**config.mk**
```make
export PLATFORM = sky130hd
export DESIGN_NAME = mw_serial_eeprom
export DESIGN_NICKNAME = d
export VERILOG_FILES = /design/src/rtl/mw_pkg.sv /design/src/rtl/mw_edge_detect.sv /design/src/rtl/mw_frame_rx.sv /design/src/rtl/mw_word_store.sv /design/src/rtl/mw_serial_eeprom.sv
export SDC_FILE = /design/constraint.sdc
export NUM_CORES = 2
export LEC_CHECK = 0
export ABC_CLOCK_PERIOD_IN_PS = 4580
export BUFFER_PORTS_ARGS = -buffer_cell sky130_fd_sc_hd__buf_4
export CAP_MARGIN = 40
export CORE_UTILIZATION = 55
export CTS_BUF_LIST = sky130_fd_sc_hd__clkbuf_4 sky130_fd_sc_hd__clkbuf_8
export CTS_CLUSTER_SIZE = 40
export DETAILED_ROUTE_END_ITERATION = 7
export PLACE_DENSITY = 0.7
export REMOVE_ABC_BUFFERS = 1
export SYNTH_ARGS = -nofsm -noshare
export SYNTH_HDL_FRONTEND = slang
export SYNTH_HIERARCHICAL = 1
export SYNTH_SLANG_ARGS = --single-unit
```
**constraint.sdc**
```tcl
create_clock -name clk -period 4.58 [get_ports clk]
set_input_delay 0.458 -clock clk [delete_from_list [all_inputs] [get_ports clk]]
set_output_delay 0.458 -clock clk [all_outputs]
set_load 0.03 [all_outputs]
```
**src/rtl/mw_pkg.sv**
```systemverilog
package mw_pkg;

  typedef enum logic [2:0] {
    CMD_NONE,
    CMD_WRITE,
    CMD_ERASE,
    CMD_ERAL,
    CMD_WRAL,
    CMD_EWEN,
    CMD_EWDS
  } mw_cmd_e;

  typedef enum logic [2:0] {
    ST_IDLE,
    ST_HDR,
    ST_DATA,
    ST_READ,
    ST_HOLD,
    ST_SKIP
  } mw_state_e;

  // two top address bits select the extended command under opcode 2'b00
  function automatic mw_cmd_e ext_decode(input logic [1:0] sel);
    case (sel)
      2'b11:   return CMD_EWEN;
      2'b10:   return CMD_ERAL;
      2'b01:   return CMD_WRAL;
      default: return CMD_EWDS;
    endcase
  endfunction

  function automatic logic is_prog(input mw_cmd_e c);
    return (c == CMD_WRITE) || (c == CMD_ERASE) || (c == CMD_ERAL) || (c == CMD_WRAL);
  endfunction

endpackage

```
**src/rtl/mw_edge_detect.sv**
```systemverilog
module mw_edge_detect (
  input  logic clk,
  input  logic rst_n,
  input  logic sk,
  output logic sk_rise
);

  logic sk_q;

  always_ff @(posedge clk or negedge rst_n) begin
    if (!rst_n) sk_q <= 1'b0;
    else        sk_q <= sk;
  end

  assign sk_rise = sk & ~sk_q;

endmodule

```
**src/rtl/mw_frame_rx.sv**
```systemverilog
module mw_frame_rx
  import mw_pkg::*;
#(
  parameter int ADDR_W = 6,
  parameter int DATA_W = 16
) (
  input  logic              clk,
  input  logic              rst_n,
  input  logic              cs,
  input  logic              sk_rise,
  input  logic              di,
  input  logic              busy,
  input  logic [DATA_W-1:0] rd_data,
  output logic [ADDR_W-1:0] rd_addr,
  output logic              commit,
  output mw_cmd_e           commit_cmd,
  output logic [ADDR_W-1:0] commit_addr,
  output logic [DATA_W-1:0] commit_data,
  output logic              in_read,
  output logic              at_status,
  output logic              dout_bit
);

  localparam int HDR_W = ADDR_W + 2;
  localparam int MAXF  = (HDR_W > DATA_W) ? HDR_W : DATA_W;
  localparam int CNT_W = $clog2(MAXF + 1);

  mw_state_e         state_q, state_d;
  logic [CNT_W-1:0]  cnt_q, cnt_d;
  logic [HDR_W-1:0]  hdr_q, hdr_d;
  logic [DATA_W-1:0] data_q, data_d;
  logic [DATA_W:0]   out_q, out_d;
  mw_cmd_e           cmd_q, cmd_d;
  logic [HDR_W-1:0]  hdr_full;
  mw_cmd_e           ext_cmd;

  assign hdr_full = {hdr_q[HDR_W-2:0], di};
  assign rd_addr  = hdr_full[ADDR_W-1:0];
  assign ext_cmd  = ext_decode(hdr_full[ADDR_W-1:ADDR_W-2]);

  always_comb begin
    state_d = state_q;
    cnt_d   = cnt_q;
    hdr_d   = hdr_q;
    data_d  = data_q;
    out_d   = out_q;
    cmd_d   = cmd_q;
    commit  = 1'b0;
    if (!cs) begin
      state_d = ST_IDLE;
      commit  = (state_q == ST_HOLD) && (cmd_q != CMD_NONE);
    end else if (sk_rise) begin
      case (state_q)
        ST_IDLE: begin
          if (busy) begin
            state_d = ST_SKIP;
          end else if (di) begin
            state_d = ST_HDR;
            cnt_d   = '0;
            cmd_d   = CMD_NONE;
          end
        end
        ST_HDR: begin
          hdr_d = hdr_full;
          cnt_d = cnt_q + 1'b1;
          if (cnt_q == CNT_W'(HDR_W - 1)) begin
            cnt_d = '0;
            case (hdr_full[HDR_W-1:HDR_W-2])
              2'b10: begin
                state_d = ST_READ;
                out_d   = {1'b0, rd_data};
              end
              2'b01: begin
                cmd_d   = CMD_WRITE;
                state_d = ST_DATA;
              end
              2'b11: begin
                cmd_d   = CMD_ERASE;
                state_d = ST_HOLD;
              end
              default: begin
                cmd_d   = ext_cmd;
                state_d = (ext_cmd == CMD_WRAL) ? ST_DATA : ST_HOLD;
              end
            endcase
          end
        end
        ST_DATA: begin
          data_d = {data_q[DATA_W-2:0], di};
          cnt_d  = cnt_q + 1'b1;
          if (cnt_q == CNT_W'(DATA_W - 1)) state_d = ST_HOLD;
        end
        ST_READ: out_d = {out_q[DATA_W-1:0], 1'b1};
        default: ;
      endcase
    end
  end

  always_ff @(posedge clk or negedge rst_n) begin
    if (!rst_n) begin
      state_q <= ST_IDLE;
      cnt_q   <= '0;
      hdr_q   <= '0;
      data_q  <= '0;
      out_q   <= '1;
      cmd_q   <= CMD_NONE;
    end else begin
      state_q <= state_d;
      cnt_q   <= cnt_d;
      hdr_q   <= hdr_d;
      data_q  <= data_d;
      out_q   <= out_d;
      cmd_q   <= cmd_d;
    end
  end

  assign commit_cmd  = cmd_q;
  assign commit_addr = hdr_q[ADDR_W-1:0];
  assign commit_data = data_q;
  assign in_read     = (state_q == ST_READ);
  assign at_status   = (state_q == ST_IDLE) || (state_q == ST_SKIP);
  assign dout_bit    = out_q[DATA_W];


  cs_drop_idle_chk: assert property (@(posedge clk) disable iff (!rst_n)
    !cs |=> (state_q == ST_IDLE));


  busy_skip_chk: assert property (@(posedge clk) disable iff (!rst_n)
    (cs && sk_rise && busy && state_q == ST_IDLE) |=> (state_q == ST_SKIP));


  read_fill_chk: assert property (@(posedge clk) disable iff (!rst_n)
    (cs && sk_rise && state_q == ST_READ) |=> out_q[0]);

endmodule

```
**src/rtl/mw_word_store.sv**
```systemverilog
module mw_word_store
  import mw_pkg::*;
#(
  parameter int ADDR_W      = 6,
  parameter int DATA_W      = 16,
  parameter int BUSY_CYCLES = 250
) (
  input  logic              clk,
  input  logic              rst_n,
  input  logic              commit,
  input  mw_cmd_e           cmd,
  input  logic [ADDR_W-1:0] addr,
  input  logic [DATA_W-1:0] data,
  input  logic [ADDR_W-1:0] rd_addr,
  output logic [DATA_W-1:0] rd_data,
  output logic              busy
);

  localparam int DEPTH  = 1 << ADDR_W;
  localparam int BCNT_W = $clog2(BUSY_CYCLES + 1);

  logic                          we_q, we_d;
  logic [BCNT_W-1:0]             bcnt_q, bcnt_d;
  logic                          prog_go, one_sel, all_sel;
  logic [DATA_W-1:0]             wr_val;
  logic [DEPTH-1:0][DATA_W-1:0]  words;

  assign busy    = (bcnt_q != '0);
  assign prog_go = commit && we_q && is_prog(cmd) && !busy;
  assign one_sel = prog_go && ((cmd == CMD_WRITE) || (cmd == CMD_ERASE));
  assign all_sel = prog_go && ((cmd == CMD_ERAL) || (cmd == CMD_WRAL));
  assign wr_val  = ((cmd == CMD_WRITE) || (cmd == CMD_WRAL)) ? data : '1;

  always_comb begin
    we_d = we_q;
    if (commit && cmd == CMD_EWEN) we_d = 1'b1;
    if (commit && cmd == CMD_EWDS) we_d = 1'b0;
    bcnt_d = bcnt_q;
    if (prog_go)   bcnt_d = BCNT_W'(BUSY_CYCLES);
    else if (busy) bcnt_d = bcnt_q - 1'b1;
  end

  always_ff @(posedge clk or negedge rst_n) begin
    if (!rst_n) begin
      we_q   <= 1'b0;
      bcnt_q <= '0;
    end else begin
      we_q   <= we_d;
      bcnt_q <= bcnt_d;
    end
  end

  for (genvar gi = 0; gi < DEPTH; gi++) begin : g_word
    logic              hit;
    logic [DATA_W-1:0] word_q;
    assign hit = all_sel || (one_sel && (addr == ADDR_W'(gi)));
    always_ff @(posedge clk or negedge rst_n) begin
      if (!rst_n)   word_q <= '1;
      else if (hit) word_q <= wr_val;
    end
    assign words[gi] = word_q;
  end

  assign rd_data = words[rd_addr];


  prog_busy_chk: assert property (@(posedge clk) disable iff (!rst_n)
    (commit && we_q && !busy && cmd == CMD_WRITE) |=> busy);


  no_enable_idle_chk: assert property (@(posedge clk) disable iff (!rst_n)
    (commit && !we_q && !busy) |=> !busy);


  busy_count_chk: assert property (@(posedge clk) disable iff (!rst_n)
    busy |=> (bcnt_q == $past(bcnt_q) - 1'b1));


  enable_set_chk: assert property (@(posedge clk) disable iff (!rst_n)
    (commit && cmd == CMD_EWEN) |=> we_q);

endmodule

```
**src/rtl/mw_serial_eeprom.sv**
```systemverilog
module mw_serial_eeprom
  import mw_pkg::*;
#(
  parameter int ADDR_W      = 6,
  parameter int DATA_W      = 16,
  parameter int BUSY_CYCLES = 250
) (
  input  logic clk,
  input  logic rst_n,
  input  logic cs,
  input  logic sk,
  input  logic di,
  output logic do_o
);

  logic              sk_rise;
  logic              busy;
  logic              commit;
  mw_cmd_e           commit_cmd;
  logic [ADDR_W-1:0] commit_addr;
  logic [DATA_W-1:0] commit_data;
  logic [ADDR_W-1:0] rd_addr;
  logic [DATA_W-1:0] rd_data;
  logic              in_read, at_status, dout_bit;

  mw_edge_detect u_edge (
    .clk     (clk),
    .rst_n   (rst_n),
    .sk      (sk),
    .sk_rise (sk_rise)
  );

  mw_frame_rx #(.ADDR_W(ADDR_W), .DATA_W(DATA_W)) u_rx (
    .clk         (clk),
    .rst_n       (rst_n),
    .cs          (cs),
    .sk_rise     (sk_rise),
    .di          (di),
    .busy        (busy),
    .rd_data     (rd_data),
    .rd_addr     (rd_addr),
    .commit      (commit),
    .commit_cmd  (commit_cmd),
    .commit_addr (commit_addr),
    .commit_data (commit_data),
    .in_read     (in_read),
    .at_status   (at_status),
    .dout_bit    (dout_bit)
  );

  mw_word_store #(.ADDR_W(ADDR_W), .DATA_W(DATA_W), .BUSY_CYCLES(BUSY_CYCLES)) u_store (
    .clk     (clk),
    .rst_n   (rst_n),
    .commit  (commit),
    .cmd     (commit_cmd),
    .addr    (commit_addr),
    .data    (commit_data),
    .rd_addr (rd_addr),
    .rd_data (rd_data),
    .busy    (busy)
  );

  always_comb begin
    if (!cs)            do_o = 1'b1;
    else if (in_read)   do_o = dout_bit;
    else if (at_status) do_o = ~busy;
    else                do_o = 1'b1;
  end


  reset_ready_chk: assert property (@(posedge clk) disable iff (!rst_n)
    $rose(rst_n) |-> !busy);

endmodule

```
### After elaboration in Yosys (flattened, before gate mapping)

Cells that the tools add are included.

* output and inout port bits: 1
* flip-flop bits (word level): 1085
* input port bits: 5
* word-level logic and storage cells: 363

* equal/unequal tests: 93
* reductions and logical operators: 158
* mux-type cells: 33
* bitwise operators: 3
* add/subtract/negate cells: 2
* order comparisons: 1

Operators by type and width (number)
* $eq A6 B6 Y1 const B: 32
* $bmux W16 S6: 1
* $eq A6 B5 Y1 const B: 16
* $logic_and A1 B1 Y1: 72
* $logic_or A1 B1 Y1: 70
* $eq A6 B4 Y1 const B: 8
* $pmux W3 S3: 4
* $mux W17: 2
* $pmux W17 S2: 1
* $mux W16: 2
* $mux W3: 10
* $eq A6 B3 Y1 const B: 4
* $eq A3 B3 Y1 const B: 6
* $mux W8: 2
* $mux W5: 3
* $pmux W5 S3: 1
* $reduce_and A5 Y1: 3
* $eq A3 B2 Y1 const B: 4
* $eq A6 B2 Y1 const B: 2
* $eq A2 B2 Y1 const B: 4
* $reduce_bool A2 Y1: 4
* $reduce_bool A8 Y1: 1
* $sub A8 B1 Y8 const B: 1
* $lt A6 B7 Y1 const B: 1
* 21 further kinds: 36

### Longest topological paths before layout

* depth in word-level cells: 9
* depth in mapped cells: 13

### Hierarchy

Netlist, hierarchy kept.

By module, submodules not included
* mw_word_store: cells each 3069, sequential area each 27131.0 um^2, area an instance 49329.8 um^2, times used 1
* mw_frame_rx: cells each 217, sequential area each 1297.5 um^2, area an instance 2682.6 um^2, times used 1
* mw_edge_detect: cells each 2, sequential area each 25.0 um^2, area an instance 38.8 um^2, times used 1
* mw_serial_eeprom: cells each 3, sequential area each 0.0 um^2, area an instance 23.8 um^2, times used 1

### Worst setup path before layout

OpenSTA, ideal clock, no wires.

* path type: input-to-reg
* from: in di
* to: reg u_rx.out_q[3]
* path buffers: 7
* arrival: 3530 ps
* stages on the path: 13
* slack: 968 ps
* required time: 4498 ps
* path through: buf_4 -> clkbuf_1 -> buf_2 -> clkbuf_1 -> buf_1 -> clkbuf_1 -> buf_1 -> mux2i_1 -> a21oi_1 -> o21ai_0 -> o31ai_1 -> mux2_2 -> mux2_2

* cells in the longest elaborated chain, start to end: 5

Ends and longest elaborated chain
* from (decl): RTL line mw_serial_eeprom.sv:12 `input logic di,`
* $bmux W16 S6: RTL line mw_word_store.sv:64 `assign rd_data = words[rd_addr];`
* $mux W16 (implied by the code): RTL line mw_word_store.sv:64
* via rd_data[3]: RTL line mw_serial_eeprom.sv:23 `logic [DATA_W-1:0] rd_data;`
* $mux W17: RTL line mw_frame_rx.sv:68 `case (hdr_full[HDR_W-1:HDR_W-2])`
* $mux W17: RTL line mw_frame_rx.sv:66 `if (cnt_q == CNT_W'(HDR_W - 1)) begin`
* $pmux W17 S2: RTL line mw_frame_rx.sv:53 `case (state_q)`
* to (signal assigned): RTL line mw_frame_rx.sv:112 `out_q <= out_d;`
* to (decl): RTL line mw_frame_rx.sv:32 `logic [DATA_W:0] out_q, out_d;`

The timed path passes the listed nets, and every way through them passes these cells. The select of a mux whose other input is x is not followed.
A chain may end at the register's enable or synchronous reset.

### Worst setup path after layout

* from: reg u_rx.cmd_q[1], in the netlist u_rx/commit_cmd[1]
* to: reg u_store.g_word[12].word_q[15]

* cells in the longest elaborated chain, start to end: 9

Ends and longest elaborated chain
* from (decl): RTL line mw_frame_rx.sv:33 `mw_cmd_e cmd_q, cmd_d;`
* from (signal assigned): RTL line mw_frame_rx.sv:113 `cmd_q <= cmd_d;`
* $reduce_bool A3 Y1 *: RTL line mw_frame_rx.sv:51 `commit = (state_q == ST_HOLD) && (cmd_q != CMD_NONE);`
* $logic_and A1 B1 Y1 *: RTL line mw_frame_rx.sv:51
* $mux W1 *: RTL line mw_frame_rx.sv:49 `if (!cs) begin`
* via commit: RTL line mw_serial_eeprom.sv:18 `logic commit;`
* $logic_and A1 B1 Y1 * (3 in series): RTL line mw_word_store.sv:29 `assign prog_go = commit && we_q && is_prog(cmd) && !busy;`
* $logic_and A1 B1 Y1: RTL line mw_word_store.sv:30 `assign one_sel = prog_go && ((cmd == CMD_WRITE) || (cmd == CMD_ERASE));`
* $logic_and A1 B1 Y1: RTL line mw_word_store.sv:56 `assign hit = all_sel || (one_sel && (addr == ADDR_W'(gi)));`
* $logic_or A1 B1 Y1 *: RTL line mw_word_store.sv:56
* to (signal assigned): RTL line mw_word_store.sv:59 `else if (hit) word_q <= wr_val;`
* to (decl): RTL line mw_word_store.sv:55 `logic [DATA_W-1:0] word_q;`

Mark *: on every way through the listed nets, which the timed path passes. The rest lies on a longest branch.

==> qor.csv <==
stage,metric,value,unit
yosys,leading area contributor after synthesis,dfstp_2,
yosys,top post-synthesis cells by area,"dfstp_2 (53%), mux2_2 (23%), mux4_2 (11%)",
timing,post-route clock period utilization,0.913,
die,Die ar.,95900,µm²
power_and_ir_drop,Power Density,366,nW/µm²
yosys,post-synth top area share,0.525,
setup_path,CP Capture Type,flip-flop,
yosys,ys flop type,dfstp_2,
yosys,count of different cell masters after synthesis,68,
outcome,status,finished clean,
timing,FMAX,239,MHz
yosys,synth cell count leaders,"mux2_2 (1048), dfstp_2 (1041), mux4_2 (264), clkbuf_1 (199), o21ai_0 (64)",
yosys,"Warnings, synthesis",6,
clock_tree,clock transition time at the flip-flop clock pins of the worst setup and hold paths,60,ps
route,drt first pass iters,7,
global_route,gr usage total,0.286,
setup_path,critical path arrival,4960,ps
die,FP Rows,112,
setup_path,"Slowest-stage cell, CP",dfrtp_1,
timing,Fin. Hold Viols,0,
global_route,met1 usage,0.385,
global_route,GRT met2 Usage,0.455,
die,Core ar.,93600,µm²
timing,final setup violation count,0,
global_route,gr busiest metal,met2,
route,DR WL/cell,28.1,µm
setup_path,Worst Setup Start Kind,flip-flop,
setup_path,maximum fanout along the worst path,24,
route,via count,29600,
yosys,sequential share of the synthesized area,0.546,
placed_design,gpl congestion,0.952,
timing,Worst Skew,35.0,ps
timing,RSZ-0062 raised after global routing,no,
run,Max-Cap Viols,0,
timing,Slew HR,0.360,
setup_path,CP Data Required Time,5360,ps
setup_path,CP most frequent cell,buf_4,
clock_tree,CTS Root Cell,clkbuf_8,
yosys,"Cell Area, Synth",52100,µm²
final_layout,area growth from synthesis to layout,11.8,%
setup_path,Worst path max stage delay,710,ps
global_route,largest net degree at the start of global routing,146,
global_route,met3 capacity usage during global routing,0.0558,
clock_tree,number of H-tree levels,4,
yosys,"count leader, synth",mux2_2,
route,DRT iter0 DRCs,2231,
timing,fin. max-slew vios,0,
route,DRC,0,
hold_path,hold crit path type,primary input to flip-flop,
clock_tree,Bufs on Longest Clock Path,3,
clock_tree,CTS tree,built,
clock_tree,# hold bufs at CTS,3,
placed_design,input/output buffers,5,
yosys,Synth Instances,3291,
clock_tree,setup bufs post-CTS,0,
clock_tree,CTS resizes,0,
timing,Slew @ Worst Pin,960,ps
timing,Tmin final,4180,ps
route,vias per cell,6.27,
yosys,ys async rst share,1.00,
power_and_ir_drop,VDD IR-drop max,0.000292,V
power_and_ir_drop,static leakage,23.9,nW
final_layout,share of cells above drive strength 1,0.851,
placed_design,HPWL after DPL,85100,µm
placed_design,placed cell area,54200,µm²
global_route,initial antenna violation count,7,
clock_tree,CTS buffer count,181,
route,Post-Route WL,133000,µm
final_layout,"Core Util, Final",0.622,
global_route,vias in the first global route,32400,
die,Die W,310,µm
route,Final ANT Viol Nets,0,
yosys,Post-synth EDFFs,0,
clock_tree,clock latency at the later pin of the worst-skew pair,860,ps
global_route,first-pass GRT wire length,203000,µm
die,starting density of the core,0.556,
setup_path,Setup CP Type,flip-flop to flip-flop,
setup_path,cell-by-cell trace of the critical path,"nor3_1, nor4bb_1, nand4_1, or4_1, buf_4, o41ai_4, buf_4, mux2_2",
global_route,grt ovf,0,
final_layout,Final Instance Area,58200,µm²
yosys,"Avg Cell Area, Syn",15.8,µm²
die,IO Count,6,
clock_tree,clk sinks,1085,
die,die height,310,µm
yosys,"FF+latch count, synth",1085,
final_layout,post-layout net count,3346,
-- through the flow --
stage               power, W  std cells  hold slack, ps  TNS [ps]  worst slack (ps)
floorplan             0.0113       2977             162  -5279870             -6770
detailed placement    0.0123       4401             463         0               527
global route          0.0221       4727             260         0               143
global placement      0.0123       4384             458         0               680
finish                0.0213       4729             273         0               398
CTS                   0.0215       4726             195         0               516
-- state kept, by name, summed over array words and instances (netlist names) --
signal,flops
u_store/g_word.word_q,1024
u_rx/out_q,17
u_rx/commit_data,16
u_store/bcnt_q,8
u_rx/hdr_q,7
u_rx/cnt_q,5
u_rx/commit_cmd,3
u_rx/state_q,3
u_edge/sk_q,1
u_store/we_q,1
-- layout make-up --
cell class,count,area [µm²]
inverters,16,60.1
fillers,6783,35400
clock buffers,290,3640
repair buffers,173,1730
clock inverters,32,307
diodes,3,7.51
well taps,1254,1570
flip-flops and latches,1085,28500
multi-input cells,1876,22400
-- per-layer routing --
| layer | vias to the layer above | routed length [µm] | part of all wire |
|---|---|---|---|
| met5 | - | 13 | 0.000098 |
| met4 | 2 | 4640 | 0.035 |
| met3 | 265 | 7870 | 0.059 |
| met2 | 847 | 63900 | 0.48 |
| met1 | 16100 | 56700 | 0.43 |
| li1 | 12400 | - | - |
-- power by group --
| part | leakage, nW | switching, W | internal (W) | total, W |
|---|---|---|---|---|
| combinational | 10.5 | 0.00154 | 0.000802 | 0.00234 |
| clock | 2.10 | 0.00391 | 0.00521 | 0.00912 |
| sequential | 11.3 | 0.000187 | 0.00966 | 0.00985 |
| total | 23.9 | 0.00564 | 0.0157 | 0.0213 |
-- final timing paths --
| check | startpoint | slack (ps) | depth (start not counted) | end |
|---|---|---|---|---|
| worst min register to register | u_rx/out_q[16] | 470 | 2 | u_rx/out_q[16] |
| max in group asynchronous | rst_n | 3010 | 3 | u_store/g_word[0].word_q[7] |
| worst min-delay path | sk | 270 | 2 | u_edge/sk_q |
| worst max register to register | u_rx/commit_cmd[1] | 400 | 8 | u_store/g_word[12].word_q[15] |
| worst max-delay path | u_rx/commit_cmd[1] | 400 | 8 | u_store/g_word[12].word_q[15] |
| min in group asynchronous | rst_n | 330 | 2 | u_rx/commit_cmd[0] |
-- logic make-up after synthesis --
logic type                 share of synthesized area
muxes                                          0.360
and+or+nand+nor                               0.0226
AOI/OAI and AO/OA                             0.0395
xor gates and xnor gates                    0.000505
buffers and inverters                         0.0288
adders and majority gates                    0.00192
DFF                                            0.546
-- cells in the final DEF, fill, tap and decap left out, drive strengths merged, types with 4 or more instances in the layout --
cell type / n
inv: 24
o21ai: 65
nor4: 5
mux2: 1085
or3: 27
a21oi: 46
mux4: 264
mux2i: 56
nand2b: 21
clkinv: 18
clkbuf: 290
nor2b: 9
and2: 4
a22o: 7
or4: 4
nand2: 39
nand3b: 4
o31ai: 23
a31oi: 29
ha: 8
o41ai: 12
a41oi: 7
o22ai: 21
a211oi: 14
dfrtp: 44
dfstp: 1041
nor3: 28
buf: 170
nor2: 55
nand3: 6
o221ai: 6
-- critical path: cells and delay by family, from the launching register on --
family	cells	cell delay, ps
AO/OA/AOI/OAI	1	350
multiplexers	1	380
flip-flops	1	710
buffers and inverters	2	640
AND/OR/NAND/NOR	4	1980
Power figures use the tool's default switching activity.
